**config.mk**
```make
export PLATFORM = sky130hd
export DESIGN_NAME = dr_channel_codec
export DESIGN_NICKNAME = d
export VERILOG_FILES = /design/src/rtl/dr_pkg.sv /design/src/rtl/dr_celem.sv /design/src/rtl/dr_ctree.sv /design/src/rtl/dr_encoder.sv /design/src/rtl/dr_receiver.sv /design/src/rtl/dr_channel_codec.sv
export SDC_FILE = /design/constraint.sdc
export NUM_CORES = 1
export LEC_CHECK = 0
export ABC_AREA = 1
export BUFFER_PORTS_ARGS = -buffer_cell sky130_fd_sc_hd__buf_2
export CELL_PAD_IN_SITES_DETAIL_PLACEMENT = 2
export CELL_PAD_IN_SITES_GLOBAL_PLACEMENT = 2
export CORE_ASPECT_RATIO = 0.9
export CORE_MARGIN = 4
export CORE_UTILIZATION = 25
export CTS_CLUSTER_DIAMETER = 100
export DETAILED_ROUTE_END_ITERATION = 6
export HOLD_SLACK_MARGIN = 0.15
export PLACE_DENSITY = 0.74
export SKIP_LAST_GASP = 1
export SYNTH_ARGS = -nofsm -noshare
export SYNTH_HDL_FRONTEND = slang
export SYNTH_HIERARCHICAL = 1
export SYNTH_SLANG_ARGS = --single-unit
```
**constraint.sdc**
```tcl
create_clock -name clk -period 1.1 [get_ports clk]
set_input_delay 0.11 -clock clk [delete_from_list [all_inputs] [get_ports clk]]
set_output_delay 0.11 -clock clk [all_outputs]
set_load 0.05 [all_outputs]
```
**src/rtl/dr_pkg.sv**
```systemverilog
package dr_pkg;
  typedef enum logic [1:0] {
    TX_IDLE = 2'd0,
    TX_DATA = 2'd1,
    TX_RTZ  = 2'd2
  } tx_state_e;
endpackage

```
**src/rtl/dr_celem.sv**
```systemverilog
// Two-input C-element with hysteresis held in a register.
module dr_celem (
  input  logic clk,
  input  logic rst_n,
  input  logic in_a,
  input  logic in_b,
  output logic out
);
  logic state_q;
  logic both_hi, both_lo;

  assign both_hi = in_a & in_b;
  assign both_lo = ~in_a & ~in_b;
  assign out     = both_hi | (state_q & ~both_lo);

  always_ff @(posedge clk or negedge rst_n) begin
    if (!rst_n) state_q <= 1'b0;
    else        state_q <= out;
  end
endmodule

```
**src/rtl/dr_ctree.sv**
```systemverilog
// Joins N presence flags through a binary tree of C-elements.
module dr_ctree #(
  parameter int N = 8
) (
  input  logic         clk,
  input  logic         rst_n,
  input  logic [N-1:0] leaf,
  output logic         root
);
  localparam int LEVELS = (N > 1) ? $clog2(N) : 1;
  localparam int P      = 1 << LEVELS;

  logic [2*P-1:1] node;

  genvar k;
  generate
    for (k = 0; k < P; k++) begin : g_leaf
      if (k < N) begin : g_real
        assign node[P+k] = leaf[k];
      end else begin : g_pad
        assign node[P+k] = leaf[0];
      end
    end
    for (k = 1; k < P; k++) begin : g_node
      logic c_out;
      dr_celem u_c (
        .clk  (clk),
        .rst_n(rst_n),
        .in_a (node[2*k]),
        .in_b (node[2*k+1]),
        .out  (c_out)
      );
      assign node[k] = c_out;
    end
  endgenerate

  assign root = node[1];
endmodule

```
**src/rtl/dr_encoder.sv**
```systemverilog
module dr_encoder
  import dr_pkg::*;
#(
  parameter int WIDTH = 8
) (
  input  logic             clk,
  input  logic             rst_n,
  input  logic             tx_valid,
  input  logic [WIDTH-1:0] tx_data,
  output logic             tx_ready,
  input  logic             tx_ack,
  output logic [WIDTH-1:0] rail_one,
  output logic [WIDTH-1:0] rail_zero
);
  tx_state_e        state_q, state_d;
  logic [WIDTH-1:0] one_q, one_d, zero_q, zero_d;
  logic             rail_en;

  assign tx_ready = (state_q == TX_IDLE) & ~tx_ack;

  always_comb begin
    state_d = state_q;
    one_d   = one_q;
    zero_d  = zero_q;
    rail_en = 1'b0;
    case (state_q)
      TX_IDLE: begin
        if (tx_valid && !tx_ack) begin
          state_d = TX_DATA;
          one_d   = tx_data;
          zero_d  = ~tx_data;
          rail_en = 1'b1;
        end
      end
      TX_DATA: begin
        if (tx_ack) begin
          state_d = TX_RTZ;
          one_d   = '0;
          zero_d  = '0;
          rail_en = 1'b1;
        end
      end
      TX_RTZ: begin
        if (!tx_ack) state_d = TX_IDLE;
      end
      default: begin
        state_d = TX_IDLE;
        one_d   = '0;
        zero_d  = '0;
        rail_en = 1'b1;
      end
    endcase
  end

  always_ff @(posedge clk or negedge rst_n) begin
    if (!rst_n) begin
      state_q <= TX_IDLE;
      one_q   <= '0;
      zero_q  <= '0;
    end else begin
      state_q <= state_d;
      if (rail_en) begin
        one_q  <= one_d;
        zero_q <= zero_d;
      end
    end
  end

  assign rail_one  = one_q;
  assign rail_zero = zero_q;
endmodule

```
**src/rtl/dr_receiver.sv**
```systemverilog
module dr_receiver #(
  parameter int WIDTH = 8
) (
  input  logic             clk,
  input  logic             rst_n,
  input  logic [WIDTH-1:0] rail_one,
  input  logic [WIDTH-1:0] rail_zero,
  output logic             ack,
  output logic [WIDTH-1:0] data,
  output logic             strobe,
  output logic             error
);
  logic [WIDTH-1:0] present;
  logic             complete;
  logic             ack_q, ack_d;
  logic [WIDTH-1:0] data_q;
  logic             strobe_q, strobe_d;
  logic             err_q, err_d;
  logic             cap_en;

  assign present = rail_one | rail_zero;

  dr_ctree #(.N(WIDTH)) u_tree (
    .clk  (clk),
    .rst_n(rst_n),
    .leaf (present),
    .root (complete)
  );

  always_comb begin
    ack_d    = complete;
    cap_en   = complete & ~ack_q;
    strobe_d = cap_en;
    err_d    = |(rail_one & rail_zero);
  end

  always_ff @(posedge clk or negedge rst_n) begin
    if (!rst_n) begin
      ack_q    <= 1'b0;
      strobe_q <= 1'b0;
      err_q    <= 1'b0;
      data_q   <= '0;
    end else begin
      ack_q    <= ack_d;
      strobe_q <= strobe_d;
      err_q    <= err_d;
      if (cap_en) data_q <= rail_one;
    end
  end

  assign ack    = ack_q;
  assign data   = data_q;
  assign strobe = strobe_q;
  assign error  = err_q;
endmodule

```
**src/rtl/dr_channel_codec.sv**
```systemverilog
module dr_channel_codec #(
  parameter int WIDTH = 8
) (
  input  logic             clk,
  input  logic             rst_n,
  input  logic             tx_valid,
  input  logic [WIDTH-1:0] tx_data,
  output logic             tx_ready,
  output logic [WIDTH-1:0] tx_rail_one,
  output logic [WIDTH-1:0] tx_rail_zero,
  input  logic             tx_ack,
  input  logic [WIDTH-1:0] rx_rail_one,
  input  logic [WIDTH-1:0] rx_rail_zero,
  output logic             rx_ack,
  output logic [WIDTH-1:0] rx_data,
  output logic             rx_strobe,
  output logic             rx_error
);
  logic rst_meta_q, rst_sync_n;

  always_ff @(posedge clk or negedge rst_n) begin
    if (!rst_n) begin
      rst_meta_q <= 1'b0;
      rst_sync_n <= 1'b0;
    end else begin
      rst_meta_q <= 1'b1;
      rst_sync_n <= rst_meta_q;
    end
  end

  dr_encoder #(.WIDTH(WIDTH)) u_enc (
    .clk      (clk),
    .rst_n    (rst_sync_n),
    .tx_valid (tx_valid),
    .tx_data  (tx_data),
    .tx_ready (tx_ready),
    .tx_ack   (tx_ack),
    .rail_one (tx_rail_one),
    .rail_zero(tx_rail_zero)
  );

  dr_receiver #(.WIDTH(WIDTH)) u_rcv (
    .clk      (clk),
    .rst_n    (rst_sync_n),
    .rail_one (rx_rail_one),
    .rail_zero(rx_rail_zero),
    .ack      (rx_ack),
    .data     (rx_data),
    .strobe   (rx_strobe),
    .error    (rx_error)
  );
endmodule

```
* Yosys cells after proc, flatten, opt, wreduce, memory -nomap -nowiden
Cells that the tools add are included.
** Cells by class
- $add $sub $neg :: 0
- $mul :: 0
- Divide/modulo/power cells :: 0
- $lt $le $gt $ge :: 0
- Equal/unequal tests :: 5
- Shift-type cells :: 0
- Multiplexer cells :: 12
- Bitwise operators :: 57
- Reduce and logical (&&, ||, !) cells :: 6
** Operators with widths (count)
- $pmux 8 s3 :: 2
- $mux 8 :: 3
- $not 1->1 :: 24
- $and 1x1->1 :: 23
- $and 8x8->8 :: 1
- $not 8->8 :: 1
- $or 8x8->8 :: 1
- $reduce_or 8->1 :: 1
- $or 1x1->1 :: 7
- $mux 2 :: 3
- $ne 2x2->1 const B :: 3
- $pmux 2 s3 :: 1
- $reduce_and 4->1 :: 1
- $pmux 1 s3 :: 1
- $reduce_and 3->1 :: 1
- $eq 2x1->1 const B :: 1
- $eq 2x2->1 const B :: 1
- $logic_not 2->1 :: 1
- $mux 1 :: 2
- $logic_and 1x1->1 :: 1
- $logic_not 1->1 :: 1
** Word-level totals
- Bits in registers :: 37
- Bits in latches :: 0
- RAM bits :: 0
- Memory bits (read-only) :: 0
- Input port bits :: 28
- Output and inout port bits :: 28
- Logic and storage cells :: 95
- Memories kept :: 0

* Depth between registers and ports, before layout
- Word-level depth :: 17
- Depth in mapped cells :: 11
- Gate-level depth less buffers :: 11

* By module
The synthesis kept the hierarchy.
** Modules (own cells, without submodules)
- dr_encoder :: times used 1, cells an instance 112, area an instance 913.4 um2, seq. area each 450.4 um2
- dr_receiver :: times used 1, cells an instance 61, area an instance 495.5 um2, seq. area each 275.3 um2
- dr_celem :: times used 7, cells an instance 5, area an instance 41.3 um2, seq. area each 25.0 um2
- dr_channel_codec :: times used 1, cells an instance 3, area an instance 53.8 um2, seq. area each 50.0 um2

* Worst setup path before layout
Ideal clock, no wire load.
- Path kind :: flip-flop to output port
- From :: register u_enc.state_q[1]
- To :: output tx_ready
- Data arrival time :: 1.406 ns
- Required time :: 0.990 ns
- Slack :: -0.416 ns
- Stages on the path, launching flop included :: 5
- Buffers on the path :: 1
- Cell sequence :: dfrtp_1 -> inv_1 -> nand2_4 -> buf_4 -> nor2_1
** Between the ends
- Cells in the longest elaborated chain, start to end :: 2
** RTL lines
- start: declaration :: RTL line dr_encoder.sv:15 : tx_state_e state_q, state_d;
- start signal: assignment :: RTL line dr_encoder.sv:61 : state_q <= state_d;
- $logic_not 2->1 :: RTL line dr_encoder.sv:19 : assign tx_ready = (state_q == TX_IDLE) & ~tx_ack;
- $and 1x1->1 :: RTL line dr_encoder.sv:19
- end: declaration :: RTL line dr_channel_codec.sv:8 : output logic tx_ready,
Every way passes these cells.

* Final worst setup path
- From :: register u_rcv.u_tree.g_node[6].u_c.state_q
- To :: register u_rcv.data_q[0], in the netlist u_rcv/data[0]
** Between the ends
- Cells in the longest elaborated chain, start to end :: 13
- Elaborated cells on any way between the ends :: 15
- Those cells by class :: 15 x bitwise
** RTL lines
- start: declaration :: RTL line dr_celem.sv:9 : logic state_q;
- start signal: assignment :: RTL line dr_celem.sv:18 : else state_q <= out;
- $and 1x1->1 (*) :: RTL line dr_celem.sv:14 : assign out = both_hi | (state_q & ~both_lo);
- $or 1x1->1 (*) :: RTL line dr_celem.sv:14
- named net u_rcv.u_tree.g_node[6].c_out :: RTL line dr_ctree.sv:25 : logic c_out;
- $not 1->1 :: RTL line dr_celem.sv:13 : assign both_lo = ~in_a & ~in_b;
- $and 1x1->1 :: RTL line dr_celem.sv:13
- $not 1->1 :: RTL line dr_celem.sv:14
- $and 1x1->1 :: RTL line dr_celem.sv:14
- $or 1x1->1 (*) :: RTL line dr_celem.sv:14
- named net u_rcv.u_tree.g_node[3].c_out :: RTL line dr_ctree.sv:25
- $not 1->1 :: RTL line dr_celem.sv:13
- $and 1x1->1 :: RTL line dr_celem.sv:13
- $not 1->1 :: RTL line dr_celem.sv:14
- $and 1x1->1 :: RTL line dr_celem.sv:14
- $or 1x1->1 (*) :: RTL line dr_celem.sv:14
- named net u_rcv.ack_d :: RTL line dr_receiver.sv:15 : logic ack_q, ack_d;
- $and 1x1->1 (*) :: RTL line dr_receiver.sv:32 : cap_en = complete & ~ack_q;
- named net u_rcv.cap_en :: RTL line dr_receiver.sv:19 : logic cap_en;
- end signal: assignment :: RTL line dr_receiver.sv:47 : if (cap_en) data_q <= rail_one;
- end: declaration :: RTL line dr_receiver.sv:16 : logic [WIDTH-1:0] data_q;
The timed path passes the listed nets; every way through them passes the cells marked *.
A chain may end at the register's enable or synchronous reset.

==> flow_summary_export.csv <==
group,metric,value,unit
outcome,status,"finished with violations",
outcome,violations,"setup timing",
critical_path,worst-path-max-fanout,6,
critical_path,setup.worst_path.start_class,"flip-flop",
die,die_area,8410,sq um
clocking,cts_buffers,5,
drt,ant_nets,0,
die,dieHeight,87.4,microns
sta,finalSetupViolations,30,
hold_path,hp-class,"input port to flip-flop",
clocking,clk_pin_slew,0.08,ns
grt,antenna_found_initial,0,
cells_and_area,layout_commonest_cell,"nand2_1",
pwr,p_leak,0.00164,uW
place,portBuffers,55,
drt,vias,1939,
die,initial_core_util,0.262,
cells_and_area,nNetsFinal,358,
critical_path,crit_required,1.34,ns
cells_and_area,antenna_cells,0,
critical_path,crit_type,"flip-flop to flip-flop",
cells_and_area,n_fill_cell,716,
cells_and_area,area_growth,82.1,%
die,ios,56,
critical_path,path_cells,"inv_1 > a21oi_2 > nand2_2 > a21oi_4 > nand2_2 > a21oi_4 > nand2_4 > clkinv_4 > nand2_1 > nand2_1",
critical_path,reg2reg_slack,-0.43,ns
die,die_x,96.2,microns
sta,timing.hold.ws,0.162,ns
clocking,tritoncts,"yes",
sta,maxSlewViolCount,0,
place,gp_congestion,0.719,
synth,syn_nets,239,
sta,finClkSkew,0.00923,ns
clocking,cts_max_level,2,
synth,ys_types,19,
place,hpwl,4170,microns
pwr,vdd_drop_max,1020,uV
sta,hold_violations,0,
synth,ys_seq_elements,38,
critical_path,crit_slowest_cell,"dfrtp_1",
pwr,power_density,1540,nW/um^2
drt,drt_iter0_drc,42,
synth,syn_avg_cell_area,8.30,sq um
pwr,p_total,4910,uW
synth,synthCells,211,
sta,fin_crit_sh,1.39,
drt,wirelength,7410,microns
critical_path,cpPeakStageDelay,0.33,ns
drt,firstDrtPassIters,4,
grt,grt_pass1_vias,2138,
drt,via_per_inst,4.61,
sta,rsz0062_at_grt,"yes",
cells_and_area,layout_common_cells,"nand2_1 (49), buf_2 (46), dfrtp_1 (35)",
synth,yosys_warnings,6,
sta,fin_crit,1.53,ns
grt,grt_max_degree,37,
die,coreArea,6690,sq um
sta,clock.fmax,0.655,GHz
sta,setup_slack,-0.428,ns
cells_and_area,fin_area,3190,sq um
run,drv_cap,0,
clocking,clock-sinks,38,
grt,grt_pass1_wl,11300,microns
synth,ys_seq_area_frac,0.543,
drt,routedWlPerCell,17.6,microns
grt,grt_usage,0.181,
clocking,cts-root-buf,"clkbuf_8",
clocking,clock_latency,0.30,ns
die,rows,28,
synth,netlist_area,1750,sq um
place,dpl_cell_area,2290,sq um
drt,remaining_drc_errors,0,
critical_path,critical_path_arrival,1.76,ns
critical_path,worstSetupEndpointType,"flip-flop",
cells_and_area,utilization,0.477,
clocking,cts.path.max_buffers,2,
cells_and_area,final_layout_size_suffix_gt1_frac,0.505,
grt,grt_overflow,0,
## area by class of cell
class,instances,area [sq um],area share
Clock buffer,6,82.6,0.0259
Sequential cell,38,955,0.299
Timing Repair Buffer,113,921,0.289
Clock inverter,2,12.5,0.00392
Tap cell,90,113,0.0353
Timing Repair inverter,1,5.00,0.00157
Multi-Input combinational cell,151,1020,0.319
Inverter,20,82.6,0.0259
## worst max-delay path, delay by kind of cell, from the launching register on
kind,cells,cell delay (ns)
buffers and inverters,2,0.14
AND/OR/NAND/NOR,5,0.40
flip-flops,1,0.33
AO/OA/AOI/OAI,3,0.60
## Yosys cell counts, drive strengths merged
cell type,count,area share
buf,6,0.026
nand4,16,0.057
nor2,29,0.064
dfrtp,38,0.54
nand3,17,0.051
inv,20,0.046
or2,8,0.029
a21oi,7,0.020
conb,1,0.0021
and3,1,0.0036
nand2,68,0.16
## routing by layer
metal  GRT usage  vias up  wire length (microns)
li1            -      909                      -
met4      0.0530        0                    121
met3      0.0389        8                    359
met5           0        -                      0
met1       0.204      971                   2910
met2       0.335       51                   4020
## repair_timing
action,4_1_cts,5_1_grt
pin swaps,25,15
gates resized for setup,57,38
hold buffers,24,0
endpoints found under the hold margin,19,0
setup endpoints to repair,30,38
cloned,5,2
setup buffers,10,6
## power breakdown
group	total (uW)	internal [uW]	switching [uW]
clock	1050	505	542
combinational	2120	697	1420
sequential	1740	1610	135
total	4910	2810	2100
## worst paths after layout
check | startpoint | to | depth (start not counted)
worst max-delay path | u_rcv/u_tree/g_node[6].u_c/state_q | u_rcv/data[0] | 10
worst min-delay path | rx_rail_one[5] | u_rcv/data[5] | 4
worst max register to register | u_rcv/u_tree/g_node[6].u_c/state_q | u_rcv/data[0] | 10
worst min register to register | rst_sync_n | u_enc/rail_one[7] | 1
max in group asynchronous | rst_n | rst_sync_n | 3
min in group asynchronous | rst_sync_n | u_enc/rail_one[7] | 1
## registers in the layout, indices dropped and copies added, names as in the netlist
name	cells
rst_meta_q	1
rst_sync_n	1
u_enc/rail_one	8
u_enc/rail_zero	8
u_enc/state_q	2
u_rcv/ack	1
u_rcv/data	8
u_rcv/error	1
u_rcv/strobe	1
u_rcv/u_tree/g_node.u_c/state_q	7
## through the flow
step / std cells / TNS (ns) / setup WS [ns]
final: 421 / -6.77 / -0.428
after global routing: 421 / -8.69 / -0.541
after CTS: 413 / -6.05 / -0.442
after detailed placement: 367 / -6.51 / -0.576
after global placement: 367 / -4.65 / -0.460
after floorplan: 211 / -2.26 / -0.240
## logic make-up (layout without fill, tap and decap cells)
logic type      count (synthesis)  count (layout)  share of synthesized area
simple gates                  139             143                      0.363
flops                          38              38                      0.543
other cells                     1               1                    0.00214
buf+inv                        26             142                     0.0721
compound gates                  7               7                     0.0200
No activity file was read; power rests on OpenSTA's default activity.
